## src/rtl/vsp_pkg.sv

```systemverilog
package vsp_pkg;

   localparam int unsigned WIN_LO  = 48;
   localparam int unsigned WIN_MAX = 849;

   typedef enum logic [2:0] {
      M_W849 = 3'b000,
      M_W725 = 3'b001,
      M_FREE = 3'b010,
      M_W637 = 3'b011,
      M_W613 = 3'b100,
      M_W363 = 3'b101,
      M_W307 = 3'b110,
      M_STOP = 3'b111
   } vmode_e;

   typedef struct packed {
      logic windowed;
      logic stop;
   } vclass_t;

   function automatic int unsigned win_hi(input vmode_e m);
      case (m)
         M_W849:  return 849;
         M_W725:  return 725;
         M_W637:  return 637;
         M_W613:  return 613;
         M_W363:  return 363;
         M_W307:  return 307;
         default: return 0;
      endcase
   endfunction

   function automatic int unsigned run_len(input logic [1:0] s);
      case (s)
         2'b01:   return 525;
         2'b11:   return 750;
         default: return 562;
      endcase
   endfunction

endpackage

```

## src/rtl/vsp_mode_dec.sv

```systemverilog
module vsp_mode_dec #(
   parameter int CNT_W = 10
) (
   input  vsp_pkg::vmode_e   mode,
   input  logic [1:0]        fr,
   output vsp_pkg::vclass_t  cls,
   output logic [CNT_W-1:0]  hi,
   output logic [CNT_W-1:0]  len_m1
);
   import vsp_pkg::*;

   always_comb begin
      cls.stop     = (mode == M_STOP);
      cls.windowed = (mode != M_STOP) && (mode != M_FREE);
      hi           = CNT_W'(win_hi(mode));
      len_m1       = CNT_W'(run_len(fr) - 1);
   end

endmodule

```

## src/rtl/vsp_src_mux.sv

```systemverilog
module vsp_src_mux #(
   parameter int NUM_SRC = 3
) (
   input  logic [NUM_SRC-1:0] vs_in,
   input  logic [1:0]         sel,
   output logic               sync
);
   localparam logic [1:0] LAST = 2'(NUM_SRC - 1);

   if (NUM_SRC < 2 || NUM_SRC > 4) begin : g_bad_src
      $error("vsp_src_mux: NUM_SRC must be 2..4");
   end

   logic [1:0]         idx;
   logic [NUM_SRC-1:0] hit;

   assign idx = (sel > LAST) ? LAST : sel;

   for (genvar g = 0; g < NUM_SRC; g++) begin : g_hit
      assign hit[g] = vs_in[g] && (idx == 2'(g));
   end

   assign sync = |hit;

endmodule

```

## src/rtl/vsp_pulse_gen.sv

```systemverilog
module vsp_pulse_gen #(
   parameter int PULSE_LINES = 3
) (
   input  logic clk,
   input  logic rst_n,
   input  logic start,
   input  logic cancel,
   input  logic line_stb,
   output logic active_nxt,
   output logic active
);
   localparam int PW = $clog2(PULSE_LINES + 1);

   if (PULSE_LINES < 1) begin : g_bad_len
      $error("vsp_pulse_gen: PULSE_LINES must be at least 1");
   end

   if (PULSE_LINES == 1) begin : g_flag
      logic on_q;
      always_comb begin
         if (start)                 active_nxt = 1'b1;
         else if (cancel)           active_nxt = 1'b0;
         else if (line_stb)         active_nxt = 1'b0;
         else                       active_nxt = on_q;
      end
      always_ff @(posedge clk or negedge rst_n) begin
         if (!rst_n) on_q <= 1'b0;
         else        on_q <= active_nxt;
      end
      assign active = on_q;
   end else begin : g_count
      logic [PW-1:0] left_q, left_d;
      always_comb begin
         if (start)                          left_d = PW'(PULSE_LINES);
         else if (cancel)                    left_d = '0;
         else if (line_stb && left_q != '0)  left_d = left_q - 1'b1;
         else                                left_d = left_q;
      end
      always_ff @(posedge clk or negedge rst_n) begin
         if (!rst_n) left_q <= '0;
         else        left_q <= left_d;
      end
      assign active_nxt = (left_d != '0);
      assign active     = (left_q != '0);
   end

endmodule

```

## src/rtl/vsync_pullin.sv

```systemverilog
module vsync_pullin #(
   parameter int CNT_W       = 10,
   parameter int NUM_SRC     = 3,
   parameter int PULSE_LINES = 3
) (
   input  logic               clk,
   input  logic               rst_n,
   input  logic               line_stb,
   input  logic [NUM_SRC-1:0] vs_in,
   input  logic [1:0]         src_sel,
   input  logic [2:0]         mode_sel,
   input  logic [1:0]         fr_sel,
   input  logic               vd_inv,
   output logic               vd_out
);
   import vsp_pkg::*;

   if ((1 << CNT_W) <= WIN_MAX) begin : g_bad_w
      $error("vsync_pullin: CNT_W too narrow for the widest window");
   end

   localparam logic [CNT_W-1:0] LO = CNT_W'(WIN_LO);

   vmode_e           act_mode, mode_nxt;
   logic [1:0]       act_fr;
   logic [CNT_W-1:0] cnt;
   vclass_t          cls;
   logic [CNT_W-1:0] hi, len_m1;
   logic             sync_sel, take_sync, expire, wrap, frame_evt;
   logic             stop_nxt, act_stop, pulse_nxt, pulse_on, vd_q;

   vsp_mode_dec #(.CNT_W(CNT_W)) u_dec (
      .mode   (act_mode),
      .fr     (act_fr),
      .cls    (cls),
      .hi     (hi),
      .len_m1 (len_m1)
   );

   vsp_src_mux #(.NUM_SRC(NUM_SRC)) u_mux (
      .vs_in (vs_in),
      .sel   (src_sel),
      .sync  (sync_sel)
   );

   assign take_sync = sync_sel && cls.windowed && (cnt >= LO) && (cnt <= hi);
   assign expire    = line_stb && cls.windowed && (cnt == hi);
   assign wrap      = line_stb && !cls.windowed && (cnt == len_m1);
   assign frame_evt = take_sync || expire || wrap;
   assign act_stop  = cls.stop;
   assign mode_nxt  = frame_evt ? vmode_e'(mode_sel) : act_mode;
   assign stop_nxt  = (mode_nxt == M_STOP);

   vsp_pulse_gen #(.PULSE_LINES(PULSE_LINES)) u_pulse (
      .clk        (clk),
      .rst_n      (rst_n),
      .start      (frame_evt && !stop_nxt),
      .cancel     (frame_evt && stop_nxt),
      .line_stb   (line_stb),
      .active_nxt (pulse_nxt),
      .active     (pulse_on)
   );

   always_ff @(posedge clk or negedge rst_n) begin
      if (!rst_n) begin
         act_mode <= M_W849;
         act_fr   <= 2'b00;
         cnt      <= '0;
         vd_q     <= 1'b1;
      end else begin
         act_mode <= mode_nxt;
         if (frame_evt) act_fr <= fr_sel;
         if (frame_evt)     cnt <= '0;
         else if (line_stb) cnt <= cnt + 1'b1;
         vd_q <= stop_nxt ? 1'b1 : (pulse_nxt ^ ~vd_inv);
      end
   end

   assign vd_out = vd_q;

endmodule

```

## config.mk

```make
export PLATFORM = sky130hd
export DESIGN_NAME = vsync_pullin
export DESIGN_NICKNAME = d
export VERILOG_FILES = /design/src/rtl/vsp_pkg.sv /design/src/rtl/vsp_mode_dec.sv /design/src/rtl/vsp_src_mux.sv /design/src/rtl/vsp_pulse_gen.sv /design/src/rtl/vsync_pullin.sv
export SDC_FILE = /design/constraint.sdc
export NUM_CORES = 1
export LEC_CHECK = 0
export CORE_MARGIN = 5
export CORE_UTILIZATION = 40
export CTS_CLUSTER_SIZE = 14
export DETAILED_ROUTE_END_ITERATION = 8
export HOLD_SLACK_MARGIN = 0.03
export SLEW_MARGIN = 15
export SYNTH_ARGS = -nofsm -noshare
export SYNTH_HDL_FRONTEND = slang
export SYNTH_SLANG_ARGS = --single-unit
```

## constraint.sdc

```tcl
create_clock -name clk -period 3.4 [get_ports clk]
set_clock_uncertainty 0.2 [all_clocks]
set_input_delay 0.51 -clock clk [delete_from_list [all_inputs] [get_ports clk]]
set_output_delay 0.51 -clock clk [all_outputs]
set_load 0.05 [all_outputs]
```

* Yosys cells after proc, flatten, opt, wreduce, memory -nomap -nowiden *
Index checks and enable logic that the tools add are counted.

storage, ports and cells
  register bits = 18
  input bits = 14
  output and inout bits = 1
  word-level logic and storage cells = 61

cells by class
  add/sub/neg operators = 3
  $lt $le $gt $ge = 3
  eq/ne operators = 14
  multiplexer cells = 10
  bitwise operators = 2
  reductions and logical operators = 24

operators with widths
  cell                     count
  $pmux W10 S6             1
  $eq A10 B10 Y1           2
  $mux W10                 2
  $pmux W8 S2              1
  $logic_and A1 B1 Y1      14
  $eq A3 B3 Y1 const B     4
  $add A10 B1 Y10 const B  1
  $ge A10 B6 Y1 const B    1
  $le A10 B10 Y1           1
  $sub A10 B1 Y10 const B  1
  $mux W2                  4
  $reduce_bool A2 Y1       3
  $eq A2 B1 Y1 const B     2
  $eq A2 B2 Y1 const B     2
  $eq A3 B1 Y1 const B     1
  $eq A3 B2 Y1 const B     1
  $logic_not A3 Y1         1
  $mux W3                  1
  $ne A3 B2 Y1 const B     1
  $ne A3 B3 Y1 const B     1
  $reduce_or A3 Y1         1
  $gt A2 B2 Y1 const B     1
  $logic_not A1 Y1         2
  $logic_not A2 Y1         1
  5 further kinds          6

* Depth between registers and ports, before layout *
Gate-level depths: netlist (run 1).

  word-level depth = 18
  depth in mapped cells = 13
  depth with buffers taken out = 10

* Modules after synthesis *
A second synthesis (run 1) with hierarchy kept.

second synthesis, totals
  cells, all modules = 173
  area total of the unflattened synthesis = 1597.8 sq um

modules (own cells, without submodules)
  module         instances  cells each  area an instance (sq um)
  vsync_pullin   1          122         1196.1
  vsp_mode_dec   1          34          240.2
  vsp_pulse_gen  1          14          142.6
  vsp_src_mux    1          3           18.8

* Least setup slack after synthesis (run 1) *
Ideal clock, no wire load.

  path type = register to register
  from = register act_mode[1]
  to = register act_fr[0]
  setup time = 0.125 ns
  arrival = 2.583 ns
  required time = 3.075 ns
  path slack = 0.492 ns
  stages on the path, launching flop included = 12
  period minus slack after synthesis = 2.908 ns
  cells stage by stage = dfrtp_1 > clkbuf_1 > xor2_1 > nand2_1 > ha_1 > a211oi_1 > nor2_1 > or4_1 > a21oi_1 > a211o_2 > buf_6 > mux2_4

on the way
  longest elaborated chain between the ends = 7
  elaborated cells on any way between the ends = 22

RTL lines
  what                                                                    line                source
  start, declared                                                         vsync_pullin.sv:24  vmode_e act_mode, mode_nxt;
  start signal, assigned                                                  vsync_pullin.sv:71  act_mode <= mode_nxt;
  parallel branches: the longest is 6 deep, another holds $le A10 B10 Y1  --
  $logic_or A1 B1 Y1 *                                                    vsync_pullin.sv:49  assign frame_evt = take_sync || expire || wrap;
  end signal, assigned                                                    vsync_pullin.sv:72  if (frame_evt) act_fr <= fr_sel;
  end, declared                                                           vsync_pullin.sv:25  logic [1:0] act_fr;

Mark *: on every way between the ends.
A chain may end at the register's enable or synchronous reset.

* Worst setup path in the final report (run 1) *
  from = register act_mode[2]
  to = register act_mode[0]

on the way
  longest elaborated chain between the ends = 8
  elaborated cells on any way between the ends = 23

RTL lines
  what                                                                    line                source
  parallel branches: the longest is 6 deep, another holds $le A10 B10 Y1  --
  $logic_or A1 B1 Y1 *                                                    vsync_pullin.sv:49
  $mux W3 *                                                               vsync_pullin.sv:51  assign mode_nxt = frame_evt ? vmode_e'(mode_sel) : act_mode;
  net mode_nxt[0]                                                         vsync_pullin.sv:24

Mark *: on every way through the listed nets, which the timed path passes.

==> metrics.md, run 1 <==
| Metric | Value |
|---|---|
| Status | finished clean |
| Avg Inst Size Synth | 9.24 µm² |
| Residual DRC | 0 |
| # Post-CTS Setup Buffers | 0 |
| Vias per cell | 5.06 |
| Slew Limit Headroom | 46.3% |
| Total power draw | 1.16 mW |
| CTS Buf Count | 3 |
| Max VDD drop | 0.318 mV |
| Overall die width | 68.3 µm |
| R2R Path Start | act_mode[2]$_DFF_PN0_ |
| Clock Latency Late Sink | 0.29 ns |
| Post-CTS resize count | 0 |
| Cell row count | 21 |
| Number of global-route vias before repair | 1048 |
| Reg power frac | 38.8% |
| CP max FO | 15 |
| R2R Path End | act_mode[0]$_DFF_PN0_ |
| CTS Sinks | 18 |
| Hold Buf Count CTS | 0 |
| ANT cells | 0 |
| Nets@finish | 188 |
| Ys Warns | 0 |
| Worst hold endpoint | act_fr[1]$_DFFE_PN0N_ |
| Max Cap Viol | 0 |
| Switching Fraction | 43.8% |
| Critical path class | reg2reg |
| NetSw | 0.509 mW |
| Final setup fails | 0 |
| Die Height | 68.3 µm |
| H-tree lvl count | 1 |
| ANT nets after route | 0 |
| WL final | 2680 µm |
| Period utilization | 92.9% |
| Core Area | 0.00331 mm² |
| Hold_sp | act_fr[1]$_DFFE_PN0N_ |
| Fmax | 317 MHz |
| P per Cell Area | 749 mW/mm² |
| Root buffer cell | clkbuf_4 |
| Maximum root-to-sink buffer count | 2 |
| CTS tree | done |
| Die area | 0.00466 mm² |
| Non-Filler Instances | 206 |
| Crit path DAT | 3.14 ns |
| Mapped Cells | 147 |
| Clock power share | 9.8% |
| Hold Violations, Final | 0 |
| Ports | 15 |
| Internal cell power | 0.652 mW |
| Layout cell share with drive strength beyond 1 | 10.0% |
| Via count | 1043 |
| FF-to-FF setup slack | 0.24 ns |
| Routed len/inst | 13.0 µm |
| Hold Path Cell Cnt | 1 |
| Mapped Area | 0.00136 mm² |
| Syn_nets | 174 |
| CP Capture Type | flip-flop |
| RSZ-0062 raised after global routing | false |
| Pleak | 0.689 nW |
| Pin count of the biggest net entering global routing | 19 |
| Seq/Total Area, Yosys | 33.3% |
| Final Util | 46.8% |
| Buffers added on ports | 14 |
| Area grow syn2layout | 14.1% |
| First-pass GRT wire length | 4650 µm |
| TNS Setup | 0 ns |
| Gpl congestion | 0.796 |
| Top_reg_cell synth | dfrtp_1 |
| Synthesis-stage register bit count | 18 |
| # fillers | 347 |
| Asr flop ratio synth | 100% |
| Slew @ Worst Pin | 0.804 ns |
| GRT overflow | 0 |
| Detailed-placement wirelength estimate | 2130 µm |
| Worst EP required | 3.39 ns |
| Iteration-0 DRC Markers | 55 |
| Comb power frac | 51.3% |
| Initial antenna violation count | 0 |
| Initial Utilization | 41.0% |
| Placed cell count | 202 |
| Startpoint Class | flip-flop |
| Min-Delay Path Class | reg2reg |
| Netlist cell types | 37 |
| Post-synth EDFFs | 0 |
| Pre-antenna DRT Iters | 4 |
| Slew Limit Fails | 0 |
| Minimum clock period | 3.16 ns |
| Global Route Usage Sum | 13.2% |
| Clock transition at path regs | 0.11 ns |
| Worst R2R Path Depth | 9 |
## flip-flops by register name, indices dropped and copies added, names as in the netlist
register and flops:
act_fr 2, act_mode 3, cnt 10, u_pulse.g_count.left_q 2
vd_out 1
## worst max-delay path, stage by stage (launching register included)
cell and delay, ns:
dfrtp_1 0.51, nand2b_1 0.22, or2_2 0.29, ha_1 0.29, a21oi_1 0.12, o21ai_0 0.11
or4_1 0.48, a21oi_1 0.15, a211o_2 0.35, mux2_4 0.33
## layout make-up
cell class / instances / area (µm²) / area share [%]
clock buffer: 4 / 26.3 / 1.70
inverter: 6 / 22.5 / 1.45
multi-input combinational: 117 / 843 / 54.4
sequential: 18 / 452 / 29.2
tap: 46 / 57.6 / 3.72
timing repair buffer: 15 / 148 / 9.53
## synth_stat cells, types with 2 or more instances
cell type	count	area share [%]
nand3_1	7	2.6
nand2b_1	2	0.92
nor2b_1	2	0.92
ha_1	13	12
or2_2	2	0.92
nand2_1	12	3.3
a21oi_1	6	2.2
dfrtp_1	17	31
buf_2	2	0.74
and2_1	2	0.92
nand4_1	5	2.3
and3_1	2	0.92
clkbuf_1	2	0.55
inv_1	6	1.7
xor2_1	9	5.8
mux2i_1	5	3.7
nor2_1	19	5.3
mux2_4	5	5.5
buf_6	2	1.7
xnor2_1	6	3.9
nand4b_1	2	1.3
o21ai_0	4	1.5
## per-stage QoR
stage,area [µm²],setup WS [ns],hold slack [ns]
after floorplan,1360,0.492,0.0144
after global placement,1520,0.298,0.334
after detailed placement,1520,0.240,0.344
after CTS,1550,0.221,0.371
after global routing,1550,0.0153,0.381
final,1550,0.241,0.371
## worst max path at each step
stage	startpoint	to	slack, ns
floorplan	act_mode[1]$_DFF_PN0_	act_fr[0]$_DFFE_PN0N_	0.49
global placement	act_mode[2]$_DFF_PN0_	act_mode[2]$_DFF_PN0_	0.30
detailed placement	act_mode[2]$_DFF_PN0_	act_mode[0]$_DFF_PN0_	0.24
CTS	act_mode[2]$_DFF_PN0_	act_mode[0]$_DFF_PN0_	0.22
global route	act_mode[2]$_DFF_PN0_	act_mode[0]$_DFF_PN0_	0.02
finish	act_mode[2]$_DFF_PN0_	act_mode[0]$_DFF_PN0_	0.24
## placed cells by master (no fill, tap or decap), types with 2 or more instances in the layout
cell type / n
nor2_1: 19
dfrtp_1: 17
clkdlybuf4s50_1: 14
ha_1: 13
nand2_1: 12
xor2_1: 9
nand3_1: 7
inv_1: 6
a21oi_1: 6
xnor2_1: 6
nand4_1: 5
mux2i_1: 5
mux2_4: 5
o21ai_0: 4
clkbuf_4: 3
nand2b_1: 2
and2_1: 2
or2_2: 2
nor2b_1: 2
nand4b_1: 2
and3_1: 2
## metal layers
| layer | vias up | part of all wire [%] | track usage (%) | routed length, µm |
|---|---|---|---|---|
| met1 | 497 | 50 | 18.1 | 1330 |
| met3 | 5 | 1.7 | 1.97 | 45 |
| met5 | - | 0 | 0 | 0 |
| met2 | 7 | 48 | 21.2 | 1280 |
| li1 | 534 | - | - | - |
| met4 | 0 | 1.1 | 4.47 | 29 |
## logic make-up after synthesis
group           after synthesis  synth area share [%]
compound gates               17                  7.65
xor+xnor                     15                  9.68
buf+inv                      12                  4.61
mux                          11                  10.0
fa+ha+maj                    13                  12.0
simple gates                 61                  22.8
flops                        18                  33.3
## power by group through the flow
stage	clock, mW	sequential [mW]	combinational, mW
2_1_floorplan	0	0.397	0.515
3_3_place_gp	0	0.447	0.576
3_5_place_dp	0	0.454	0.602
4_1_cts	0.117	0.449	0.607
5_1_grt	0.127	0.470	0.702
6_report	0.114	0.451	0.596
No activity file was read; power rests on OpenSTA's default activity.
==> run 2: changes to the inputs <==
- CORE_MARGIN: 5 -> unset
- CORE_UTILIZATION: 40 -> 28
==> metrics.md, run 2 (synthesis gave the netlist of run 1 again) <==
| Metric | Value |
|---|---|
| Pin count of the biggest net entering global routing | 19 |
| Root buffer cell | clkbuf_8 |
| CP cell instances | nand2b_1, or2_2, ha_1, a21oi_1, o21ai_0, or4_1, a21oi_1, a211o_2, mux2_4 |
| First-pass GRT wire length | 4710 µm |
| Gpl congestion | 0.771 |
| Internal cell power | 0.700 mW |
| Largest register FFs | 10 |
| Top reg by flops | cnt |
| Min-Delay Path Class | reg2reg |
| Hold Buf Count CTS | 0 |
| Pre-CTS setup slack | 0.266 ns |
| Clock transition at path regs | 0.07 ns |
| Clock power share | 12.9% |
| Iteration-0 DRC Markers | 21 |
| Most common cell after layout, fill and taps aside | nor2_1 |
| Ports | 15 |
| Die area | 0.00513 mm² |
| H-tree lvl count | 1 |
| Maximum root-to-sink buffer count | 2 |
| Buffers added on ports | 14 |
| Clock Latency Late Sink | 0.26 ns |
| Initial antenna violation count | 0 |
| Area grow syn2layout | 16.6% |
| Slew Limit Fails | 0 |
| Pleak | 0.702 nW |
| CP Capture Type | flip-flop |
| Critical Path Max Stage Delay | 0.48 ns |
| Final setup fails | 0 |
| GRT overflow | 0 |
| Detailed-placement wirelength estimate | 1980 µm |
| Fmax | 318 MHz |
| Crit path DAT | 3.08 ns |
| Cell row count | 24 |
| P per Cell Area | 764 mW/mm² |
| CTS Sinks | 18 |
| Period utilization | 92.4% |
| CP max FO | 16 |
| Reg power frac | 36.1% |
| Final worst slack | 0.257 ns |
| Minimum clock period | 3.14 ns |
| RSZ-0062 raised after global routing | false |
| Routed len/inst | 12.2 µm |
| Hold Violations, Final | 0 |
| Crit-path most repeated cell | a21oi_1 |
| Max VDD drop | 0.266 mV |
| Startpoint Class | flip-flop |
| Slew Limit Headroom | 47.1% |
| Layout cell share with drive strength beyond 1 | 10.6% |
| Critical path's slowest cell | dfrtp_1 |
| # Post-CTS Setup Buffers | 0 |
| Die Height | 71.6 µm |
| Largest regs | cnt (10), act_mode (3) |
| Top delay family on crit path | simple AND/OR/NAND/NOR gates |
| Core Area | 0.00450 mm² |
| Commonest cells after routing, fill and taps aside | nor2_1, dfrtp_1, clkdlybuf4s50_1 |
| Post-CTS resize count | 0 |
| Crit path buffers/inverters | 0 |
| Initial Utilization | 30.1% |
| Slew @ Worst Pin | 0.791 ns |
| Pre-antenna DRT Iters | 4 |
| NetSw | 0.509 mW |
| Max Cap Viol | 0 |
| Overall die width | 71.6 µm |
| Via count | 1042 |
| Global Route Usage Sum | 11.7% |
| Critical path class | reg2reg |
| Number of global-route vias before repair | 1065 |
| Nets@finish | 189 |
| Status | finished clean |
| Switching Fraction | 42.1% |
| ANT nets after route | 0 |
| Final Util | 35.1% |
| WL final | 2600 µm |
| CTS Buf Count | 3 |
| CTS tree | done |
| Residual DRC | 0 |
| Comb power frac | 51.0% |
| ANT cells | 0 |
| TNS Setup | 0 ns |
| Worst EP required | 3.34 ns |
| Vias per cell | 4.89 |
| Total power draw | 1.21 mW |
==> run 2: through the flow <==
step           cell area, µm²  hold slack (ns)  instances
4_1_cts                  1580            0.349        213
3_3_place_gp             1540            0.324        209
5_1_grt                  1580            0.382        213
3_5_place_dp             1540            0.332        209
2_1_floorplan            1360           0.0144        147
6_report                 1580            0.354        213
==> run 2: path summary, 6_finish.rpt <==
path	from	endpoint	slack [ns]	cells past startpoint
worst min-delay path	act_fr[0]$_DFFE_PN0N_	act_fr[0]$_DFFE_PN0N_	0.35	1
worst max register to register	act_mode[2]$_DFF_PN0_	act_mode[1]$_DFF_PN0_	0.26	9
min in group asynchronous	rst_n	act_fr[1]$_DFFE_PN0N_	0.51	1
max in group asynchronous	rst_n	act_mode[1]$_DFF_PN0_	1.99	1
worst min register to register	act_fr[0]$_DFFE_PN0N_	act_fr[0]$_DFFE_PN0N_	0.35	1
worst max-delay path	act_mode[2]$_DFF_PN0_	act_mode[1]$_DFF_PN0_	0.26	9
==> run 2: worst register-to-register path, cell delays in order (launching register included) <==
cell and delay [ns]:
dfrtp_1 0.48, nand2b_1 0.21, or2_2 0.29, ha_1 0.30, a21oi_1 0.13, o21ai_0 0.11
or4_1 0.48, a21oi_1 0.14, a211o_2 0.36, mux2_4 0.33
==> run 2: final cells by class <==
type	instances	area, µm²
clock buffer	4	45.0
fill	475	2920
inverter	6	22.5
multi-input combinational	117	843
sequential	18	452
tap	52	65.1
timing repair buffer	16	155
==> run 2: layer usage <==
layer | GRT usage [%] | up-vias | routed length, µm
li1 | - | 539 | -
met1 | 15.8 | 477 | 1320
met2 | 17.7 | 18 | 1120
met3 | 2.11 | 8 | 94
met4 | 6.54 | 0 | 70
met5 | 0 | - | 0
==> run 2: power groups by stage <==
stage / Clock, mW / Sequential [mW] / Combinational [mW]
after CTS: 0.160 / 0.437 / 0.625
after global placement: 0 / 0.439 / 0.610
after detailed placement: 0 / 0.441 / 0.618
after global routing: 0.175 / 0.457 / 0.720
after floorplan: 0 / 0.397 / 0.515
final: 0.156 / 0.437 / 0.616
==> run 3: changes to the inputs <==
- ABC_CLOCK_PERIOD_IN_PS: unset -> 3000
- clock period: 3.4 -> 3 ns (I/O delays scaled with it)
==> metrics.md, run 3 (synthesis gave the netlist of run 1 again) <==
| Metric | Value |
|---|---|
| Cell row count | 24 |
| Die Height | 71.6 µm |
| Min-Delay Path Class | reg2reg |
| Number of global-route vias before repair | 1084 |
| Hold Violations, Final | 0 |
| P per Cell Area | 889 mW/mm² |
| Buffers added on ports | 14 |
| Slew Limit Fails | 0 |
| Ports | 15 |
| TNS Setup | 0 ns |
| Die area | 0.00513 mm² |
| Global Route Usage Sum | 12.4% |
| Detailed-placement wirelength estimate | 2150 µm |
| Top reg by flops | cnt |
| GRT overflow | 0 |
| First-pass GRT wire length | 5020 µm |
| Pleak | 0.764 nW |
| Gpl congestion | 0.756 |
| ANT cells | 0 |
| Switching Fraction | 41.0% |
| Layout cell share with drive strength beyond 1 | 18.3% |
| CTS tree | done |
| Most common cell after layout, fill and taps aside | nor2_1 |
| Worst EP required | 2.94 ns |
| CP max FO | 5 |
| Worst R2R Path Depth | 9 |
| Vias per cell | 4.87 |
| H-tree lvl count | 1 |
| Max VDD drop | 0.274 mV |
| Root buffer cell | clkbuf_8 |
| Critical path class | reg2reg |
| Comb power frac | 55.3% |
| Placed cell count | 216 |
| Clock transition at path regs | 0.07 ns |
| Initial antenna violation count | 0 |
| CTS Sinks | 18 |
| Core Area | 0.00450 mm² |
| Initial Utilization | 30.1% |
| Crit path DAT | 2.79 ns |
| Residual DRC | 0 |
| Routed len/inst | 12.9 µm |
| Internal cell power | 0.894 mW |
| Overall die width | 71.6 µm |
| Max Cap Viol | 0 |
| Maximum root-to-sink buffer count | 2 |
| WL final | 2850 µm |
| Pre-antenna DRT Iters | 4 |
| Largest regs | cnt (10), act_mode (3) |
| NetSw | 0.621 mW |
| Iteration-0 DRC Markers | 33 |
| Hold_ws | 0.339 ns |
| Pin count of the biggest net entering global routing | 19 |
| Commonest cells after routing, fill and taps aside | nor2_1, dfrtp_1, clkdlybuf4s50_1 |
| Clock Latency Late Sink | 0.25 ns |
| # Post-CTS Setup Buffers | 0 |
| ANT nets after route | 0 |
| Slew @ Worst Pin | 0.810 ns |
| Slew Limit Headroom | 45.8% |
| Fmax | 351 MHz |
| CTS Buf Count | 3 |
| Minimum clock period | 2.85 ns |
| Startpoint Class | flip-flop |
| Final setup fails | 0 |
| Clock power share | 13.2% |
| Via count | 1076 |
| Hold Path Cell Cnt | 1 |
| Non-Filler Instances | 221 |
| CP Capture Type | flip-flop |
| Area grow syn2layout | 25.6% |
| Largest register FFs | 10 |
| Reg power frac | 31.5% |
| Period utilization | 94.9% |
| Nets@finish | 197 |
| Status | finished clean |
## run 3: critical path, cell delays in order, from the launching register on
cell,delay (ns)
dfrtp_1,0.41
nand2b_1,0.17
or2_2,0.30
ha_4,0.22
a21oi_2,0.11
o21ai_1,0.08
or4_4,0.55
a21oi_4,0.19
a211o_4,0.19
mux2_4,0.31
## run 3: path summary, 6_finish.rpt
path,start,to,slack (ns)
min in group asynchronous,rst_n,cnt[5]$_DFFE_PN0P_,0.46
setup reg to reg,act_mode[2]$_DFF_PN0_,act_mode[2]$_DFF_PN0_,0.15
setup / recovery,act_mode[2]$_DFF_PN0_,act_mode[2]$_DFF_PN0_,0.15
max in group asynchronous,rst_n,cnt[2]$_DFFE_PN0P_,1.63
hold reg to reg,act_fr[0]$_DFFE_PN0N_,act_fr[0]$_DFFE_PN0N_,0.34
hold / removal,act_fr[0]$_DFFE_PN0N_,act_fr[0]$_DFFE_PN0N_,0.34
## run 3: power groups by stage
stage	clock [mW]	combinational, mW	sequential [mW]
5_1_grt	0.214	0.969	0.502
4_1_cts	0.206	0.783	0.477
3_5_place_dp	0	0.778	0.481
3_3_place_gp	0	0.764	0.480
2_1_floorplan	0	0.584	0.450
6_report	0.201	0.837	0.477
## run 3: layer usage
layer / vias up / global-route usage [%] / share of wire [%]
met1: 509 / 17.5 / 50
met3: 2 / 1.97 / 2.5
met2: 12 / 19.2 / 46
met5: - / 0 / 0
met4: 0 / 4.58 / 0.84
li1: 553 / - / -
## run 3: metrics by stage
step | cell area (µm²) | power, mW | utilization, % | worst slack [ns]
after floorplan | 1360 | 1.03 | - | 0.0917
after global placement | 1590 | 1.24 | 35.3 | 0.115
after detailed placement | 1590 | 1.26 | 35.3 | 0.0801
after CTS | 1650 | 1.47 | 36.5 | 0.0586
after global routing | 1710 | 1.69 | 37.9 | -0.00758
final | 1710 | 1.52 | 37.9 | 0.153
## run 3: what timing repair did
| action | CTS | global route |
|---|---|---|
| hold endpoints to repair | 0 | 0 |
| resized for setup | 0 | 9 |
| hold buffers | 0 | 0 |
| endpoints found under the setup margin | 0 | 15 |
## run 3: cell type report
class                   instances  area (µm²)
inverters                       6        22.5
multi-input cells             118         900
clock buffers                   4        55.1
fillers                       447        2800
repair buffers                 23         211
flip-flops and latches         18         452
well taps                      52        65.1
